$ cat config.mk
export PLATFORM = sky130hd
export DESIGN_NAME = zq_cal_seq
export DESIGN_NICKNAME = d
export VERILOG_FILES = /design/src/rtl/zq_cal_pkg.sv /design/src/rtl/zq_interval_timer.sv /design/src/rtl/zq_mode_ctrl.sv /design/src/rtl/zq_code_stepper.sv /design/src/rtl/zq_cal_seq.sv
export SDC_FILE = /design/constraint.sdc
export NUM_CORES = 1
export LEC_CHECK = 0
export BUFFER_PORTS_ARGS = -buffer_cell sky130_fd_sc_hd__buf_2
export CAP_MARGIN = 20
export CORE_UTILIZATION = 49
export CTS_CLUSTER_DIAMETER = 60
export DETAILED_ROUTE_END_ITERATION = 7
export PLACE_DENSITY = 0.76
export REMOVE_ABC_BUFFERS = 1
export SYNTH_ARGS = -nofsm -noshare
export SYNTH_HDL_FRONTEND = slang
export SYNTH_HIERARCHICAL = 1
export SYNTH_SLANG_ARGS = --single-unit
$ cat constraint.sdc
create_clock -name clk -period 3.2 [get_ports clk]
set_input_delay 0 -clock clk [delete_from_list [all_inputs] [get_ports clk]]
set_output_delay 0 -clock clk [all_outputs]
set_load 0.02 [all_outputs]
$ cat src/rtl/zq_cal_pkg.sv
package zq_cal_pkg;

    typedef enum logic [1:0] {
        CAL_INIT  = 2'd0,
        CAL_TRACK = 2'd1,
        CAL_OFF   = 2'd2
    } cal_mode_e;

    typedef struct packed {
        logic fire;
        logic up;
    } step_req_t;

    function automatic cal_mode_e mode_from_strap(logic strap);
        return strap ? CAL_OFF : CAL_INIT;
    endfunction

    function automatic cal_mode_e mode_after_fire(cal_mode_e m, logic fire);
        return (m == CAL_INIT && fire) ? CAL_TRACK : m;
    endfunction

endpackage

$ cat src/rtl/zq_interval_timer.sv
module zq_interval_timer #(
    parameter int INTERVAL_W = 10
) (
    input  logic clk,
    input  logic mrst,
    input  logic run,
    output logic fire
);
    logic [INTERVAL_W-1:0] cnt_q;

    always_ff @(posedge clk) begin
        if (mrst)
            cnt_q <= '0;
        else if (run)
            cnt_q <= cnt_q + INTERVAL_W'(1);
    end

    assign fire = run && (cnt_q == {INTERVAL_W{1'b1}});

    // the cycle after an update the count starts over
    assert_count_restarts_R2: assert property (@(posedge clk) disable iff (mrst)
        fire |=> (cnt_q == '0));

    // two updates are never adjacent
    assert_fire_spaced_R2: assert property (@(posedge clk) disable iff (mrst)
        fire |=> !fire);

endmodule

$ cat src/rtl/zq_mode_ctrl.sv
module zq_mode_ctrl
    import zq_cal_pkg::*;
(
    input  logic      clk,
    input  logic      mrst,
    input  logic      strap_off,
    input  logic      fire,
    output cal_mode_e mode,
    output logic      run
);
    cal_mode_e mode_q;

    always_ff @(posedge clk) begin
        if (mrst)
            mode_q <= mode_from_strap(strap_off);
        else
            mode_q <= mode_after_fire(mode_q, fire);
    end

    assign mode = mode_q;
    assign run  = (mode_q != CAL_OFF);

    // the timer never fires while calibration is off
    assert_off_no_fire_R7: assert property (@(posedge clk) disable iff (mrst)
        (mode_q == CAL_OFF) |-> !fire);

    // the off mode is only left through master reset
    assert_off_sticky_R8: assert property (@(posedge clk) disable iff (mrst)
        (mode_q == CAL_OFF) |=> (mode_q == CAL_OFF));

endmodule

$ cat src/rtl/zq_code_stepper.sv
module zq_code_stepper
    import zq_cal_pkg::*;
#(
    parameter int CODE_W = 6
) (
    input  logic              clk,
    input  logic              mrst,
    input  step_req_t         req,
    input  logic              force_max,
    output logic [CODE_W-1:0] code
);
    localparam logic [CODE_W-1:0] CODE_MID = {1'b1, {(CODE_W-1){1'b0}}};
    localparam logic [CODE_W-1:0] CODE_MAX = {CODE_W{1'b1}};

    logic [CODE_W-1:0] code_q;
    logic [CODE_W-1:0] code_next;

    always_comb begin
        code_next = code_q;
        if (req.up) begin
            if (code_q != CODE_MAX)
                code_next = code_q + CODE_W'(1);
        end else begin
            if (code_q != '0)
                code_next = code_q - CODE_W'(1);
        end
    end

    always_ff @(posedge clk) begin
        if (mrst)
            code_q <= CODE_MID;
        else if (req.fire)
            code_q <= code_next;
    end

    assign code = force_max ? CODE_MAX : code_q;

    // no movement without a scheduled update
    assert_hold_between_R6: assert property (@(posedge clk) disable iff (mrst)
        !req.fire |=> $stable(code_q));

    // at most one step per update
    assert_single_step_R4: assert property (@(posedge clk) disable iff (mrst)
        req.fire |=> ((code_q == $past(code_q) + CODE_W'(1)) ||
                      (code_q == $past(code_q) - CODE_W'(1)) ||
                      $stable(code_q)));

    // no wrap at the top
    assert_no_wrap_high_R5: assert property (@(posedge clk) disable iff (mrst)
        (req.fire && req.up && code_q == CODE_MAX) |=> (code_q == CODE_MAX));

    // no wrap at the bottom
    assert_no_wrap_low_R5: assert property (@(posedge clk) disable iff (mrst)
        (req.fire && !req.up && code_q == '0) |=> (code_q == '0));

endmodule

$ cat src/rtl/zq_cal_seq.sv
module zq_cal_seq
    import zq_cal_pkg::*;
#(
    parameter int CODE_W     = 6,
    parameter int INTERVAL_W = 10
) (
    input  logic              clk,
    input  logic              mrst,
    input  logic              strap_off,
    input  logic              cmp_weak,
    output logic [CODE_W-1:0] drv_code,
    output logic              cal_ready
);
    cal_mode_e mode;
    logic      run;
    logic      fire;
    step_req_t req;

    zq_interval_timer #(.INTERVAL_W(INTERVAL_W)) timer_i (
        .clk  (clk),
        .mrst (mrst),
        .run  (run),
        .fire (fire)
    );

    zq_mode_ctrl mode_i (
        .clk       (clk),
        .mrst      (mrst),
        .strap_off (strap_off),
        .fire      (fire),
        .mode      (mode),
        .run       (run)
    );

    assign req.fire = fire;
    assign req.up   = cmp_weak;

    zq_code_stepper #(.CODE_W(CODE_W)) step_i (
        .clk       (clk),
        .mrst      (mrst),
        .req       (req),
        .force_max (mode == CAL_OFF),
        .code      (drv_code)
    );

    assign cal_ready = (mode == CAL_TRACK);

    // once ready, stays ready until reset
    assert_ready_sticky_R3: assert property (@(posedge clk) disable iff (mrst)
        cal_ready |=> cal_ready);

    // ready rises only with an update
    assert_ready_on_fire_R3: assert property (@(posedge clk) disable iff (mrst)
        (!cal_ready && !fire) |=> !cal_ready);

    // strap high at release gives the strongest code and no ready
    assert_disabled_strong_R7: assert property (@(posedge clk) disable iff (mrst)
        ($past(mrst) && $past(strap_off)) |-> (drv_code == {CODE_W{1'b1}} && !cal_ready));

endmodule

* Word-level counts from Yosys, hierarchy flattened *
Cells that the tools add are included.

cells by class
  add/subtract/negate cells = 3
  shifts and indexed selects = 0
  bitwise operators = 0
  divide/modulo/power cells = 0
  $mul = 0
  mux-type cells = 7
  order comparisons = 0
  equality and inequality tests = 6
  reductions and logical operators = 7

operators by type and width
  cell                   number
  $mux 6                 4
  $add 10x1->10 const B  1
  $eq 10x10->1 const B   1
  $add 6x1->6 const B    1
  $mux 2                 3
  $ne 6x6->1 const B     1
  $reduce_bool 6->1      1
  $sub 6x1->6 const B    1
  $reduce_bool 2->1      2
  $reduce_and 3->1       1
  $eq 2x1->1 const B     1
  $eq 2x2->1 const B     1
  $logic_and 1x1->1      2
  $logic_not 2->1        1
  $ne 2x1->1 const B     1
  $ne 2x2->1 const B     1

storage, ports and cells
  ROM bits = 0
  word-level logic and storage cells = 26
  bits in writable memories = 0
  output and inout port bits = 7
  input bits = 4
  bits in latches = 0
  flip-flop bits (word level) = 18
  memories = 0

* Longest topological paths before layout *
  word-level depth = 5
  depth in mapped cells = 9
  mapped depth without buffers = 7

* Modules after synthesis *
The synthesis kept the hierarchy.

modules (own cells, without submodules)
  module             instances  area each (sq um)  cells each
  zq_interval_timer  1          461.7              51
  zq_code_stepper    1          460.4              57
  zq_mode_ctrl       1          92.6               7
  zq_cal_seq         1          15.0               2

* Worst setup path after synthesis *
Ideal clock, no wire load.

  path type = register to register
  start = register mode_i.mode_q[1], in the netlist mode_i/mode[1]
  end = register step_i.code_q[5]
  slack = 1.321 ns
  required time = 3.086 ns
  library setup time = 0.114 ns
  arrival = 1.765 ns
  path buffers = 2
  stages on the path, launching flop included = 10
  clock period less this slack = 1.879 ns
  path through = edfxtp_1 nand2b_1 buf_4 nand4_2 buf_6 nor3_1 o21ai_1 a21oi_2 nand4_1 a21o_1

between the ends
  longest elaborated chain between the ends = 3

RTL lines
  item                               line                     RTL
  from (decl)                        zq_mode_ctrl.sv:11       cal_mode_e mode_q;
  from (signal assigned)             zq_mode_ctrl.sv:15       mode_q <= mode_from_strap(strap_off);
  from (signal assigned)             zq_mode_ctrl.sv:17       mode_q <= mode_after_fire(mode_q, fire);
  $ne 2x2->1                         zq_mode_ctrl.sv:21       assign run = (mode_q != CAL_OFF);
  net run                            zq_cal_seq.sv:15         logic run;
  $logic_and 1x1->1                  zq_interval_timer.sv:18  assign fire = run && (cnt_q == {INTERVAL_W{1'b1}});
  net fire                           zq_cal_seq.sv:16         logic fire;
  $reduce_and 3->1 (no source line)  --
  to (signal assigned)               zq_code_stepper.sv:33    code_q <= code_next;
  to (decl)                          zq_code_stepper.sv:15    logic [CODE_W-1:0] code_q;

The timed path passes the listed nets, and every way through them passes these cells.
A chain may end at the register's enable or synchronous reset.

* Final worst setup path *
Same ends and word-level chain as after synthesis.

==> impl_results.rst <==
.. list-table::
   :header-rows: 1

   * - Metric
     - Value
   * - Antenna-violating nets left
     - 0
   * - Vias post-DR
     - 862
   * - Number of cell rows
     - 16
   * - Relative slew slack
     - 0.753
   * - Drt first pass iters
     - 4
   * - Critical Path Start
     - mode_i/mode[1]$_SDFFCE_PN0P_
   * - FF+latch count, synth
     - 18
   * - Top library cells by usage in the layout, fill and taps aside
     - dfxtp_1, a21oi_1, buf_2, nor2_1, nand2_1
   * - Floorplan core area
     - 0.00196 mm^2
   * - Worst Clk Skew
     - 0.00745 ns
   * - Clock tree from TritonCTS
     - done
   * - Endpoint kind of the worst setup timing path
     - flop
   * - Clock Path Buffers
     - 2
   * - Leakage power summed over all cells
     - 0.454 nW
   * - Final Instance Area
     - 0.00114 mm^2
   * - Iteration-0 DRC Markers
     - 15
   * - Die footprint
     - 0.00229 mm^2
   * - Wire length of the first global-routing pass
     - 3.01 mm
   * - Number of violations of the max-capacitance limit
     - 0
   * - Placed Cells
     - 151
   * - Kind of launch point of the worst setup path
     - flop
   * - Outcome
     - complete, no violations
   * - Count of buffers from port buffering
     - 10
   * - Pwr per Cell Area
     - 375 mW/mm^2
   * - Clock Latency Late Sink
     - 0.29 ns
   * - Clock root cell
     - clkbuf_4
   * - Synth warn
     - 6
   * - Via count normalized by instance count
     - 5.53
   * - Mean instance size in the synthesized netlist
     - 8.80 um^2
   * - Final Max Tran Viols
     - 0
   * - Via count of the first global-routing pass
     - 689
   * - Post-place instance area
     - 0.00109 mm^2
   * - Hold Violations, Final
     - 0
   * - Worst Hold Launch
     - mrst
   * - Peak supply drop
     - 0.319 mV
   * - Overflow left after global routing
     - 0
   * - Distinct cells, synth
     - 37
   * - Data arrival time of the critical path
     - 2.48 ns
   * - Clock transition at the registers of the reported paths
     - 0.10 ns
   * - Average wire per cell in the routed design
     - 12.7 um
   * - Total power
     - 0.000427 W
   * - Highest Clock Rate
     - 437 MHz
   * - Placer congestion estimate
     - 0.842
   * - Endpoint required time on the critical path
     - 3.39 ns
   * - Minimum period implied by the final worst setup slack
     - 2.29 ns
   * - Non-filler instance count after layout
     - 156
   * - H-tree levels
     - 1
   * - GRT Resource Usage Total
     - 0.184
   * - Synth Cell Area
     - 0.00103 mm^2
   * - DRC violation count after routing
     - 0
   * - Number of nets at the end of the flow
     - 140
   * - Pin count of the biggest net entering global routing
     - 19
   * - Commonest non-fill, non-tap cell in the layout
     - dfxtp_1
   * - Starting density of the core
     - 0.525
   * - Actual slew at the worst max-slew pin
     - 0.371 ns
   * - Number of setup violations in the final report
     - 0
   * - Share of cells above drive strength 1
     - 0.194
   * - Postcts setup bufs
     - 0
   * - Final critical-path share of the clock period
     - 0.715
   * - Antenna violations before repair
     - 0
   * - Horizontal extent of the die
     - 47.8 um
   * - Signed area change from the synthesized netlist to the final layout
     - 10.4%
   * - Detailed Route WL
     - 1.99 mm
   * - Type of the worst setup path
     - flop to flop
   * - Final design utilization
     - 0.580
   * - Half-perimeter wire length after placement
     - 1.49 mm
   * - Setup repair after global routing missed its margin
     - no
   * - Vertical extent of the die
     - 47.8 um
   * - Maximum fanout count along the critical path
     - 11
   * - Total negative slack for setup checks
     - 0 ns
   * - Antenna diode count
     - 0
   * - Synthesized instance count
     - 117
   * - R2R Path Start
     - mode_i/mode[1]$_SDFFCE_PN0P_
   * - Number of primary I/O pins
     - 11
   * - Inserted Clock Buffers
     - 3
   * - Part of the Yosys area used for sequential elements
     - 0.369
   * - Min-Delay Path Class
     - input pin to flop
   * - CTS Sinks
     - 18
## final cells by class
cell class | count | area (um^2)
timing repair buffer | 11 | 60.1
inverter | 5 | 18.8
tap | 27 | 33.8
clock buffer | 4 | 36.3
sequential | 18 | 380
fill | 191 | 825
multi-input combinational | 91 | 608
## logic make-up after synthesis
group	synth area share
xor+xnor	0.0680
simple gates	0.245
mux	0.00972
flops	0.369
buf+inv	0.0401
compound gates	0.187
fa+ha+maj	0.0802
## per-stage QoR
step | setup slack, ns | hold slack, ns
6_report | 0.913 | 0.0724
5_1_grt | 0.689 | 0.0766
4_1_cts | 0.941 | 0.0682
3_5_place_dp | 0.957 | 0.288
3_3_place_gp | 1.13 | 0.299
2_1_floorplan | 1.30 | 0.0691
## routing by layer
layer  share of wire  GRT usage  vias up
met5               0          0        -
met4          0.0045     0.0167        0
met3           0.035     0.0566        2
met2            0.47      0.278       12
met1            0.49      0.267      398
li1                -          -      450
## critical path, cell delays in order, from the launching register on
cell,delay (ns)
edfxtp_1,0.46
nand2b_1,0.27
nand4_2,0.28
nor3_1,0.31
o21ai_1,0.19
a21oi_2,0.34
nand4_1,0.14
a21o_1,0.19
## worst paths after layout
check | to | slack [ns] | depth (start not counted)
setup / recovery | step_i/code_q[5]$_SDFFE_PP1P_ | 0.91 | 7
hold / removal | timer_i/cnt_q[2]$_SDFFE_PP0P_ | 0.07 | 2
setup reg to reg | step_i/code_q[5]$_SDFFE_PP1P_ | 0.91 | 7
hold reg to reg | timer_i/cnt_q[7]$_SDFFE_PP0P_ | 0.49 | 2
## flip-flops by register name (all words and copies together), names as in the netlist
register and flops:
timer_i/cnt_q 10, mode_i/mode 2, step_i/code_q 6
## cell usage after synthesis
master	n	share of area
dfxtp_1	16	0.31
a21oi_1	11	0.053
nor2_1	10	0.036
nand2_1	9	0.033
ha_1	5	0.061
inv_1	5	0.018
nand3_1	5	0.024
or2_2	5	0.030
xnor2_1	5	0.043
nand4_1	4	0.024
o31ai_1	4	0.029
or4_1	4	0.029
a21o_1	3	0.022
xor2_1	3	0.026
a211oi_1	2	0.015
a21oi_2	2	0.017
edfxtp_1	2	0.058
nor3_1	2	0.0097
o21ai_0	2	0.0097
a31o_1	1	0.0085
and2_1	1	0.0061
and2b_2	1	0.0085
buf_4	1	0.0073
buf_6	1	0.011
clkbuf_1	1	0.0036
fa_1	1	0.019
mux2i_1	1	0.0097
nand2b_1	1	0.0061
nand4_2	1	0.012
nor2b_1	1	0.0061
nor4_1	1	0.0061
o211ai_1	1	0.0073
o21ai_1	1	0.0049
o31a_1	1	0.0085
o31ai_2	1	0.012
or2_1	1	0.0061
or3_2	1	0.0073
## power by group
part           switching (W)  total [W]  leakage, nW  internal (W)
Combinational      0.0000278  0.0000472        0.283     0.0000195
Sequential        0.00000864   0.000243        0.149      0.000234
Clock              0.0000677   0.000137       0.0210     0.0000693
Total               0.000104   0.000427        0.454      0.000323
## repair_timing
action | in CTS | in global routing
hold buffers | 1 | 0
endpoints found under the hold margin | 1 | 0
resized for setup | 0 | 0
Note: power is estimated with default switching activity, not from simulation.
